<file path="config.mk">
export PLATFORM = sky130hd
export DESIGN_NAME = fwh_read_host
export DESIGN_NICKNAME = d
export VERILOG_FILES = /design/src/rtl/fwh_rd_pkg.sv /design/src/rtl/fwh_rd_timer.sv /design/src/rtl/fwh_rd_ctrl.sv /design/src/rtl/fwh_rd_drv.sv /design/src/rtl/fwh_rd_cap.sv /design/src/rtl/fwh_read_host.sv
export SDC_FILE = /design/constraint.sdc
export NUM_CORES = 1
export LEC_CHECK = 0
export BUFFER_PORTS_ARGS = -buffer_cell sky130_fd_sc_hd__buf_2
export CORE_ASPECT_RATIO = 2
export CORE_MARGIN = 5
export CORE_UTILIZATION = 26
export DETAILED_ROUTE_END_ITERATION = 16
export PLACE_DENSITY = 0.45
export SYNTH_ARGS = -nofsm -noshare
export SYNTH_HDL_FRONTEND = slang
export SYNTH_SLANG_ARGS = --single-unit
export TNS_END_PERCENT = 5
</file>
<file path="constraint.sdc">
create_clock -name clk -period 2.7 [get_ports clk]
set_input_delay 0.81 -clock clk [delete_from_list [all_inputs] [get_ports clk]]
set_output_delay 0.81 -clock clk [all_outputs]
set_load 0.005 [all_outputs]
</file>
<file path="src/rtl/fwh_rd_pkg.sv">
package fwh_rd_pkg;

    localparam int NIB_W = 4;

    typedef enum logic [3:0] {
        PH_IDLE,
        PH_START,
        PH_IDSEL,
        PH_ADDR,
        PH_SIZE,
        PH_HTAR_HI,
        PH_HTAR_Z,
        PH_SYNC,
        PH_DLO,
        PH_DHI,
        PH_TTAR_A,
        PH_TTAR_B,
        PH_DONE
    } phase_e;

    typedef enum logic [1:0] {
        SY_READY,
        SY_WAIT,
        SY_BAD
    } sync_e;

    localparam logic [NIB_W-1:0] SYNC_READY = 4'b0000;
    localparam logic [NIB_W-1:0] SYNC_WAIT  = 4'b0101;
    localparam logic [NIB_W-1:0] NIB_TAR    = 4'b1111;
    localparam logic [NIB_W-1:0] SIZE_BYTE  = 4'b0000;

    function automatic sync_e classify_sync(logic [NIB_W-1:0] n);
        if (n == SYNC_READY)     return SY_READY;
        else if (n == SYNC_WAIT) return SY_WAIT;
        else                     return SY_BAD;
    endfunction

endpackage

</file>
<file path="src/rtl/fwh_rd_timer.sv">
module fwh_rd_timer
    import fwh_rd_pkg::*;
#(
    parameter int TMO_W = 16
) (
    input  logic             clk,
    input  logic             rst,
    input  logic             clr,
    input  logic             tick,
    input  logic [TMO_W-1:0] lim,
    output logic             expired
);
    logic [TMO_W-1:0] cnt;
    logic [TMO_W:0]   next_cnt;

    always_ff @(posedge clk) begin
        if (rst || clr) cnt <= '0;
        else if (tick)  cnt <= cnt + 1'b1;
    end

    always_comb begin
        next_cnt = {1'b0, cnt} + 1'b1;
        expired  = tick && (lim != '0) && (next_cnt == {1'b0, lim});
    end

endmodule

</file>
<file path="src/rtl/fwh_rd_ctrl.sv">
module fwh_rd_ctrl
    import fwh_rd_pkg::*;
#(
    parameter int ADDR_NIBS = 7,
    parameter int IDX_W     = 3
) (
    input  logic             clk,
    input  logic             rst,
    input  logic             req,
    input  logic [NIB_W-1:0] din,
    input  logic             expired,
    output phase_e           ph,
    output logic [IDX_W-1:0] nib_idx,
    output logic             accept,
    output logic             wait_tick,
    output logic             sync_clr,
    output logic             fail,
    output logic             cap_lo,
    output logic             cap_hi
);
    localparam logic [IDX_W-1:0] LAST_IDX = IDX_W'(ADDR_NIBS - 1);

    sync_e cls;

    always_comb begin
        cls       = classify_sync(din);
        accept    = (ph == PH_IDLE) && req;
        wait_tick = (ph == PH_SYNC) && (cls == SY_WAIT);
        sync_clr  = (ph != PH_SYNC);
        fail      = (ph == PH_SYNC) &&
                    ((cls == SY_BAD) || ((cls == SY_WAIT) && expired));
        cap_lo    = (ph == PH_DLO);
        cap_hi    = (ph == PH_DHI);
    end

    always_ff @(posedge clk) begin
        if (rst) begin
            ph      <= PH_IDLE;
            nib_idx <= '0;
        end else begin
            case (ph)
                PH_IDLE:    if (req) ph <= PH_START;
                PH_START:   ph <= PH_IDSEL;
                PH_IDSEL: begin
                    ph      <= PH_ADDR;
                    nib_idx <= '0;
                end
                PH_ADDR: begin
                    if (nib_idx == LAST_IDX) ph <= PH_SIZE;
                    else nib_idx <= nib_idx + 1'b1;
                end
                PH_SIZE:    ph <= PH_HTAR_HI;
                PH_HTAR_HI: ph <= PH_HTAR_Z;
                PH_HTAR_Z:  ph <= PH_SYNC;
                PH_SYNC: begin
                    case (cls)
                        SY_READY: ph <= PH_DLO;
                        SY_WAIT:  if (expired) ph <= PH_DONE;
                        default:  ph <= PH_DONE;
                    endcase
                end
                PH_DLO:     ph <= PH_DHI;
                PH_DHI:     ph <= PH_TTAR_A;
                PH_TTAR_A:  ph <= PH_TTAR_B;
                PH_TTAR_B:  ph <= PH_DONE;
                PH_DONE:    ph <= PH_IDLE;
                default:    ph <= PH_IDLE;
            endcase
        end
    end

    // an illegal SYNC nibble leads straight to completion
    assert_bad_sync_R8: assert property (@(posedge clk) disable iff (rst)
        (ph == PH_SYNC && cls == SY_BAD) |=> (ph == PH_DONE));

    // an expired wait limit leads straight to completion
    assert_timeout_abort_R9: assert property (@(posedge clk) disable iff (rst)
        expired |=> (ph == PH_DONE));

endmodule

</file>
<file path="src/rtl/fwh_rd_drv.sv">
module fwh_rd_drv
    import fwh_rd_pkg::*;
#(
    parameter int               ADDR_W     = 28,
    parameter int               ADDR_NIBS  = 7,
    parameter int               IDX_W      = 3,
    parameter logic [NIB_W-1:0] START_CODE = 4'b1101
) (
    input  logic              clk,
    input  logic              rst,
    input  phase_e            ph,
    input  logic [IDX_W-1:0]  nib_idx,
    input  logic [ADDR_W-1:0] addr,
    input  logic [NIB_W-1:0]  tgt,
    output logic              frame_n,
    output logic [NIB_W-1:0]  dout,
    output logic              oe
);
    logic [NIB_W-1:0] addr_nib;

    always_comb begin
        addr_nib = NIB_TAR;
        for (int k = 0; k < ADDR_NIBS; k++) begin
            if (nib_idx == IDX_W'(k))
                addr_nib = addr[ADDR_W-1-NIB_W*k -: NIB_W];
        end
    end

    always_comb begin
        frame_n = 1'b1;
        oe      = 1'b0;
        dout    = NIB_TAR;
        case (ph)
            PH_START: begin
                frame_n = 1'b0;
                oe      = 1'b1;
                dout    = START_CODE;
            end
            PH_IDSEL: begin
                oe   = 1'b1;
                dout = tgt;
            end
            PH_ADDR: begin
                oe   = 1'b1;
                dout = addr_nib;
            end
            PH_SIZE: begin
                oe   = 1'b1;
                dout = SIZE_BYTE;
            end
            PH_HTAR_HI: begin
                oe   = 1'b1;
                dout = NIB_TAR;
            end
            default: begin
                oe   = 1'b0;
                dout = NIB_TAR;
            end
        endcase
    end

    // the frame strobe is low for exactly one clock
    assert_frame_one_clk_R2: assert property (@(posedge clk) disable iff (rst)
        !frame_n |=> (frame_n && oe));

    // the host lets go of the bus right after driving 1111
    assert_tar_release_R4: assert property (@(posedge clk) disable iff (rst)
        (ph == PH_HTAR_HI) |=> !oe);

endmodule

</file>
<file path="src/rtl/fwh_rd_cap.sv">
module fwh_rd_cap
    import fwh_rd_pkg::*;
(
    input  logic             clk,
    input  logic             rst,
    input  logic             accept,
    input  logic             fail,
    input  logic             cap_lo,
    input  logic             cap_hi,
    input  logic [NIB_W-1:0] din,
    output logic [7:0]       data,
    output logic             err
);
    always_ff @(posedge clk) begin
        if (rst) begin
            data <= '0;
            err  <= 1'b0;
        end else begin
            if (cap_lo) data[3:0] <= din;
            if (cap_hi) data[7:4] <= din;
            if (accept)    err <= 1'b0;
            else if (fail) err <= 1'b1;
        end
    end

endmodule

</file>
<file path="src/rtl/fwh_read_host.sv">
module fwh_read_host
    import fwh_rd_pkg::*;
#(
    parameter int               ADDR_W     = 28,
    parameter int               TMO_W      = 16,
    parameter logic [3:0]       START_CODE = 4'b1101
) (
    input  logic              clk,
    input  logic              rst,
    input  logic              req,
    input  logic [ADDR_W-1:0] req_addr,
    input  logic [3:0]        req_tgt,
    input  logic [TMO_W-1:0]  tmo_lim,
    output logic              ack,
    output logic [7:0]        rd_data,
    output logic              rd_err,
    output logic              hub_frame_n,
    output logic [3:0]        hub_dout,
    output logic              hub_oe,
    input  logic [3:0]        hub_din
);
    localparam int ADDR_NIBS = ADDR_W / NIB_W;
    localparam int IDX_W     = $clog2(ADDR_NIBS);

    phase_e            ph;
    logic [IDX_W-1:0]  nib_idx;
    logic              accept, wait_tick, sync_clr, fail, cap_lo, cap_hi, expired;
    logic [ADDR_W-1:0] addr_q;
    logic [3:0]        tgt_q;

    always_ff @(posedge clk) begin
        if (rst) begin
            addr_q <= '0;
            tgt_q  <= '0;
        end else if (accept) begin
            addr_q <= req_addr;
            tgt_q  <= req_tgt;
        end
    end

    fwh_rd_ctrl #(.ADDR_NIBS(ADDR_NIBS), .IDX_W(IDX_W)) u_ctrl (
        .clk(clk), .rst(rst), .req(req), .din(hub_din), .expired(expired),
        .ph(ph), .nib_idx(nib_idx), .accept(accept), .wait_tick(wait_tick),
        .sync_clr(sync_clr), .fail(fail), .cap_lo(cap_lo), .cap_hi(cap_hi)
    );

    fwh_rd_timer #(.TMO_W(TMO_W)) u_timer (
        .clk(clk), .rst(rst), .clr(sync_clr), .tick(wait_tick),
        .lim(tmo_lim), .expired(expired)
    );

    fwh_rd_drv #(.ADDR_W(ADDR_W), .ADDR_NIBS(ADDR_NIBS), .IDX_W(IDX_W),
                 .START_CODE(START_CODE)) u_drv (
        .clk(clk), .rst(rst), .ph(ph), .nib_idx(nib_idx), .addr(addr_q),
        .tgt(tgt_q), .frame_n(hub_frame_n), .dout(hub_dout), .oe(hub_oe)
    );

    fwh_rd_cap u_cap (
        .clk(clk), .rst(rst), .accept(accept), .fail(fail), .cap_lo(cap_lo),
        .cap_hi(cap_hi), .din(hub_din), .data(rd_data), .err(rd_err)
    );

    assign ack = (ph == PH_DONE);

    // completion is a single-clock pulse
    assert_ack_pulse_R7: assert property (@(posedge clk) disable iff (rst)
        ack |=> !ack);

    // the host never drives the bus while acknowledging
    assert_ack_quiet_R4: assert property (@(posedge clk) disable iff (rst)
        ack |-> !hub_oe);

    // two released clocks follow the high data nibble
    assert_target_tar_R7: assert property (@(posedge clk) disable iff (rst)
        cap_hi |=> !hub_oe ##1 !hub_oe);

    // no new start can follow an acknowledge directly
    assert_no_back_to_back_R10: assert property (@(posedge clk) disable iff (rst)
        ack |=> hub_frame_n);

endmodule

</file>
* After elaboration in Yosys (flattened, before gate mapping)
Index checks and enable logic that the tools add are counted.
Cells by class: reduce and logical (&&, ||, !) cells 18, add/sub/neg operators 3, muxes and demuxes 19, eq/ne operators 27
Operators by type and width (number):
- one-hot mux 4 bit (12 select lines) | 1
- two-way mux 4 bit | 10
- == test 4 x 3 -> 1 bit (second input constant) | 5
- == test 4 bit (second input constant) | 5
- adder 16 x 1 -> 17 bit (second input constant) | 1
- == test 17 x 16 -> 1 bit | 1
- adder 16 x 1 -> 16 bit (second input constant) | 1
- one-hot mux 4 bit (4 select lines) | 1
- nonzero test 16 bit | 1
- == test 3 bit (second input constant) | 3
- == test 4 x 2 -> 1 bit (second input constant) | 2
- logical NOT 4 bit | 2
- one-hot mux 4 bit (2 select lines) | 1
- == test 3 x 2 -> 1 bit (second input constant) | 2
- logical AND 1 bit | 6
- one-hot mux 3 bit (2 select lines) | 1
- OR reduction 5 bit | 1
- == test 4 x 1 -> 1 bit (second input constant) | 1
- two-way mux 2 bit | 2
- inequality test 2 bit (second input constant) | 2
- inequality test 4 x 3 -> 1 bit (second input constant) | 1
- adder 3 x 1 -> 3 bit (second input constant) | 1
- == test 3 x 1 -> 1 bit (second input constant) | 1
- logical NOT 3 bit | 1
- other kinds (12) | 14
Storage, ports and cells: bits in registers 64, logic and storage cells 75

* Longest topological paths before layout
depth in word-level cells 10, depth in mapped cells 10

* Modules after synthesis
From an unflattened synthesis, not the netlist that was laid out.
Second synthesis, totals: cell total of the unflattened synthesis 421, area total of the unflattened synthesis 3729.8 um^2
Modules (own cells, without submodules):
- fwh_rd_timer | seq. area each 320.3 um^2, cells each 167, area each 1317.5 um^2, instances 1
- fwh_read_host | seq. area each 640.6 um^2, cells each 105, area each 1172.4 um^2, instances 1
- fwh_rd_ctrl | seq. area each 140.1 um^2, cells each 57, area each 511.7 um^2, instances 1
- fwh_rd_drv | seq. area each 0.0 um^2, cells each 62, area each 414.1 um^2, instances 1
- fwh_rd_cap | seq. area each 180.2 um^2, cells each 30, area each 314.1 um^2, instances 1

* Worst setup path before layout
OpenSTA, ideal clock, no wires.
kind reg2out, start register u_ctrl.nib_idx[2], end output port hub_dout[1], data required time 1.890 ns, data arrival time 1.730 ns, setup slack 0.160 ns, cell stages (with the launch flop) 10, path buffers 2, cell sequence dfxtp_1 clkbuf_1 inv_1 ha_1 clkbuf_1 or3b_2 o21ai_0 a21oi_1 o21ai_0 nand3_1
On the way: longest elaborated chain between the ends 9
RTL lines:
- start, declared | line fwh_rd_ctrl.sv:13 | output logic [IDX_W-1:0] nib_idx,
- start signal, assigned | line fwh_rd_ctrl.sv:50 | else nib_idx <= nib_idx + 1'b1;
- logical NOT 3 bit | line fwh_rd_drv.sv:24 | if (nib_idx == IDX_W'(k))
- two-way mux 4 bit (6 in series) | line fwh_rd_drv.sv:24
- two-way mux 4 bit * | line fwh_rd_drv.sv:24
- one-hot mux 4 bit (4 select lines) * | line fwh_rd_drv.sv:33 | case (ph)
- end, declared | line fwh_read_host.sv:18 | output logic [3:0] hub_dout,
Mark *: on every way between the ends. The rest lies on a longest branch, timed or not.

* Worst setup path in the final report
start register u_ctrl.nib_idx[1], end output port hub_dout[2]
The elaborated chain is that of the path after synthesis.

==> summary.md <==
| Metric | Value |
|---|---|
| Clk pin slew, worst setup/hold paths | `60 ps` |
| Least-Margin Pin Slew | `640 ps` |
| Violations in the final reports | `setup timing` |
| Worst IR Drop VDD | `0.328 mV` |
| Core Rows | `61` |
| Worst setup startpoint | `u_ctrl.nib_idx[1]$_SDFFE_PP0P_` |
| Clock Skews | `9.17 ps` |
| Total DRC errors in the routed layout | `0` |
| Maximum number of pins on one net before global-route repair | `33` |
| # port buffers | `70` |
| Fraction of layout instances using a drive strength above 1 | `0.289` |
| CP Cell Sequence | `inv_2, ha_4, buf_6, nor3b_4, nor3_2, a211oi_2, a21oi_1, o21ai_1, o21ai_1, buf_2` |
| Final standard cell count with taps included and fillers excluded | `742` |
| Worst EP arrival | `1980 ps` |
| Placed cell count | `718` |
| Number of pins with negative max-slew slack in the final report | `0` |
| Part of the Yosys area used for sequential elements | `0.351` |
| Number of levels in the clock H-tree | `3` |
| Footprint of the multi-input gates | `0.00230 sq mm` |
| Clock sink count | `64` |
| Leftover overflow at the end of global routing | `0` |
| Count of flip-flops with a built-in enable after synthesis | `0` |
| Detailed Route Iter0 Violations | `131` |
| Register bit total from synthesis | `64` |
| Worst Path Required | `1890 ps` |
| Detailed-router iteration count before antenna repair | `4` |
| Highest fanout seen on the critical path | `5` |
| Largest incremental delay on the critical path | `350 ps` |
| Min setup slack post-route | `-89.3 ps` |
| Number of fill cells in the layout | `1,564` |
| Antenna-violating nets left | `0` |
| Global-route total usage across every layer | `0.138` |
| Final antenna diode count | `0` |
| Prevailing post-synth register cell | `sky130_fd_sc_hd__dfxtp_1` |
| Warnings from Yosys | `0` |
| Hold path startpoint | `addr_q[9]$_SDFFE_PP0P_` |
| Vias in the first global route | `3,638` |
| Startpoint of the most critical register-to-register path | `u_timer.cnt[2]$_SDFFE_PP0P_` |
| Wire length per cell after detailed routing | `15.1 um` |
| Routability congestion estimate | `0.959` |
| Library cell appearing most often on the critical path | `sky130_fd_sc_hd__o21ai_1` |
| Fraction of the cycle the final worst path needs | `1.03` |
| TritonCTS clock tree | `yes` |
| Final setup violation count | `4` |
| Vertical die dimension | `178 um` |
| Setup crit start kind | `flip-flop` |
| Fmax | `359 MHz` |
| Worst-case setup slack after placement | `-20.7 ps` |
| Syn nets | `535` |
| Final layout net count | `609` |
| Syn_area_per_cell | `7.71 sq um` |
| Clock tree root buffer cell | `sky130_fd_sc_hd__clkbuf_16` |
| Sw frac | `0.304` |
| Slowest stage cell, crit path | `sky130_fd_sc_hd__dfxtp_4` |
| Width of the die | `93.8 um` |
| Sequential standard cell area | `0.00129 sq mm` |
| Placed cell areas | `0.00421 sq mm` |
| Share of synthesized registers carrying an async set or reset | `0` |
| RSZ-0062 raised after global routing | `yes` |
| Later-pin clock latency in the skew report | `330 ps` |
| Synth cell types | `54` |
| Standard cell core area | `0.0139 sq mm` |
| Logic pwr share | `0.217` |
| CP endpoint kind | `primary output` |
| Deepest clock path buffer count | `2` |
| Type of the setup path with the least slack | `reg2out` |
| Post-Syn Area | `0.00365 sq mm` |
| Wirelength, routed | `11.2 mm` |
| Post-route minimum period | `2790 ps` |
| Type of the tightest min-delay check | `reg2reg` |
| Worst Path Buf+Inv | `3` |
| Cell-internal power | `1.90 mW` |
| Power density over the cells | `574 mW/mm^2` |
| Most frequent cells in the layout | `sky130_fd_sc_hd__nand2_1, sky130_fd_sc_hd__buf_2, sky130_fd_sc_hd__dfxtp_1` |
| Die area | `0.0167 sq mm` |
| Layout area overhead | `29.8%` |
| Final hold viol count | `0` |
| Initial Utilization | `0.263` |
| Sw Pwr | `0.828 mW` |
| Relative slew margins | `0.573` |
| Run status | `finished, violations left` |
| Worst-case hold slack | `454 ps` |
| Leading cell type in the layout, fill and taps excluded | `sky130_fd_sc_hd__nand2_1` |
| Cells after Synth | `474` |
| Via density per instance | `4.78` |
| Via total after detailed routing | `3,548` |
| Global-route wire length before repair | `17.9 mm` |
| Max_cap viols | `0` |
| HPWL reported at the end of detailed placement | `8.76 mm` |
| Total I/O pin count | `71` |
| Initial antenna violation count | `0` |
| Largest delay contributor family on the critical path | `compound AO/OA/AOI/OAI gates` |
| Clk pwr share | `0.389` |
| LEAKAGE | `1.78 nW` |
| Number of buffers inserted during clock tree synthesis | `9` |
| Reg power frac | `0.393` |
| Finished layout cell area | `0.00474 sq mm` |
[logic make-up after synthesis]
kind of cell / after synthesis / share of synthesized area
and+or+nand+nor: 203 / 0.288
xor gates and xnor gates: 27 / 0.0647
muxes: 9 / 0.0247
AOI/OAI and AO/OA: 112 / 0.182
adders and majority gates: 6 / 0.0205
buffers and inverters: 53 / 0.0692
DFF: 64 / 0.351
[tightest hold or removal path, stage by stage, from the launching register on]
cell                      delay, ps
sky130_fd_sc_hd__dfxtp_1        310
sky130_fd_sc_hd__nand2_1         50
sky130_fd_sc_hd__a21oi_1         50
[cell usage after synthesis (all sizes together), types with 11 or more instances]
master,instances,share of area
nor4,11,0.023
nor2b,11,0.019
nor3,11,0.015
a21oi,53,0.073
nor2,32,0.033
nand2,79,0.081
o21ai,25,0.034
inv,16,0.016
clkbuf,28,0.033
nand3,13,0.021
dfxtp,64,0.35
xnor2,18,0.043
[state kept, by name, indices dropped and copies added (netlist names)]
name,flops
addr_q,28
u_timer.cnt,16
u_cap.data,8
tgt_q,4
u_ctrl.ph,4
u_ctrl.nib_idx,3
u_cap.err,1
[metal layers]
layer | global-route usage | vias up | routed length [um]
met5 | 0 | - | 0
met4 | 0.0621 | 0 | 351
met3 | 0.0276 | 23 | 404
met2 | 0.274 | 75 | 6460
met1 | 0.132 | 1641 | 4020
li1 | - | 1809 | -
[what timing repair did]
| action | 4_1_cts | 5_1_grt |
|---|---|---|
| pin swaps | 1 | 11 |
| setup endpoints to repair | 4 | 4 |
| hold buffers | 0 | 0 |
| buffers inserted | 0 | 8 |
| resized for setup | 25 | 30 |
[final timing paths]
kind              slack [ps]                   endpoint  cells after the start
hold reg to reg          450     addr_q[9]$_SDFFE_PP0P_                      2
setup / recovery         -90                hub_dout[2]                     10
setup reg to reg         180  u_ctrl.ph[3]$_SDFFE_PP0P_                      6
hold / removal           450     addr_q[9]$_SDFFE_PP0P_                      2
[through the flow]
stage          power [mW]  setup TNS (ps)   util
6_report             2.73            -180  0.342
4_1_cts              2.73            -381  0.330
3_3_place_gp         1.61            -101  0.303
5_1_grt              2.89            -605  0.342
2_1_floorplan        1.41               0      -
3_5_place_dp         1.62           -43.8  0.303
[power groups by stage]
stage / logic [mW] / registers, mW / clock network (mW)
2_1_floorplan: 0.348 / 1.06 / 0
3_3_place_gp: 0.529 / 1.08 / 0
3_5_place_dp: 0.536 / 1.08 / 0
4_1_cts: 0.564 / 1.07 / 1.10
5_1_grt: 0.665 / 1.08 / 1.14
6_report: 0.593 / 1.07 / 1.06
[final cells by class]
| class | count | area share |
|---|---|---|
| clock buffer | 10 | 0.0483 |
| sequential | 64 | 0.272 |
| multi-input combinational | 357 | 0.484 |
| inverter | 16 | 0.0132 |
| clock inverter | 6 | 0.00949 |
| timing repair buffer | 100 | 0.123 |
| tap | 189 | 0.0498 |
Note: power is estimated with default switching activity, not from simulation.
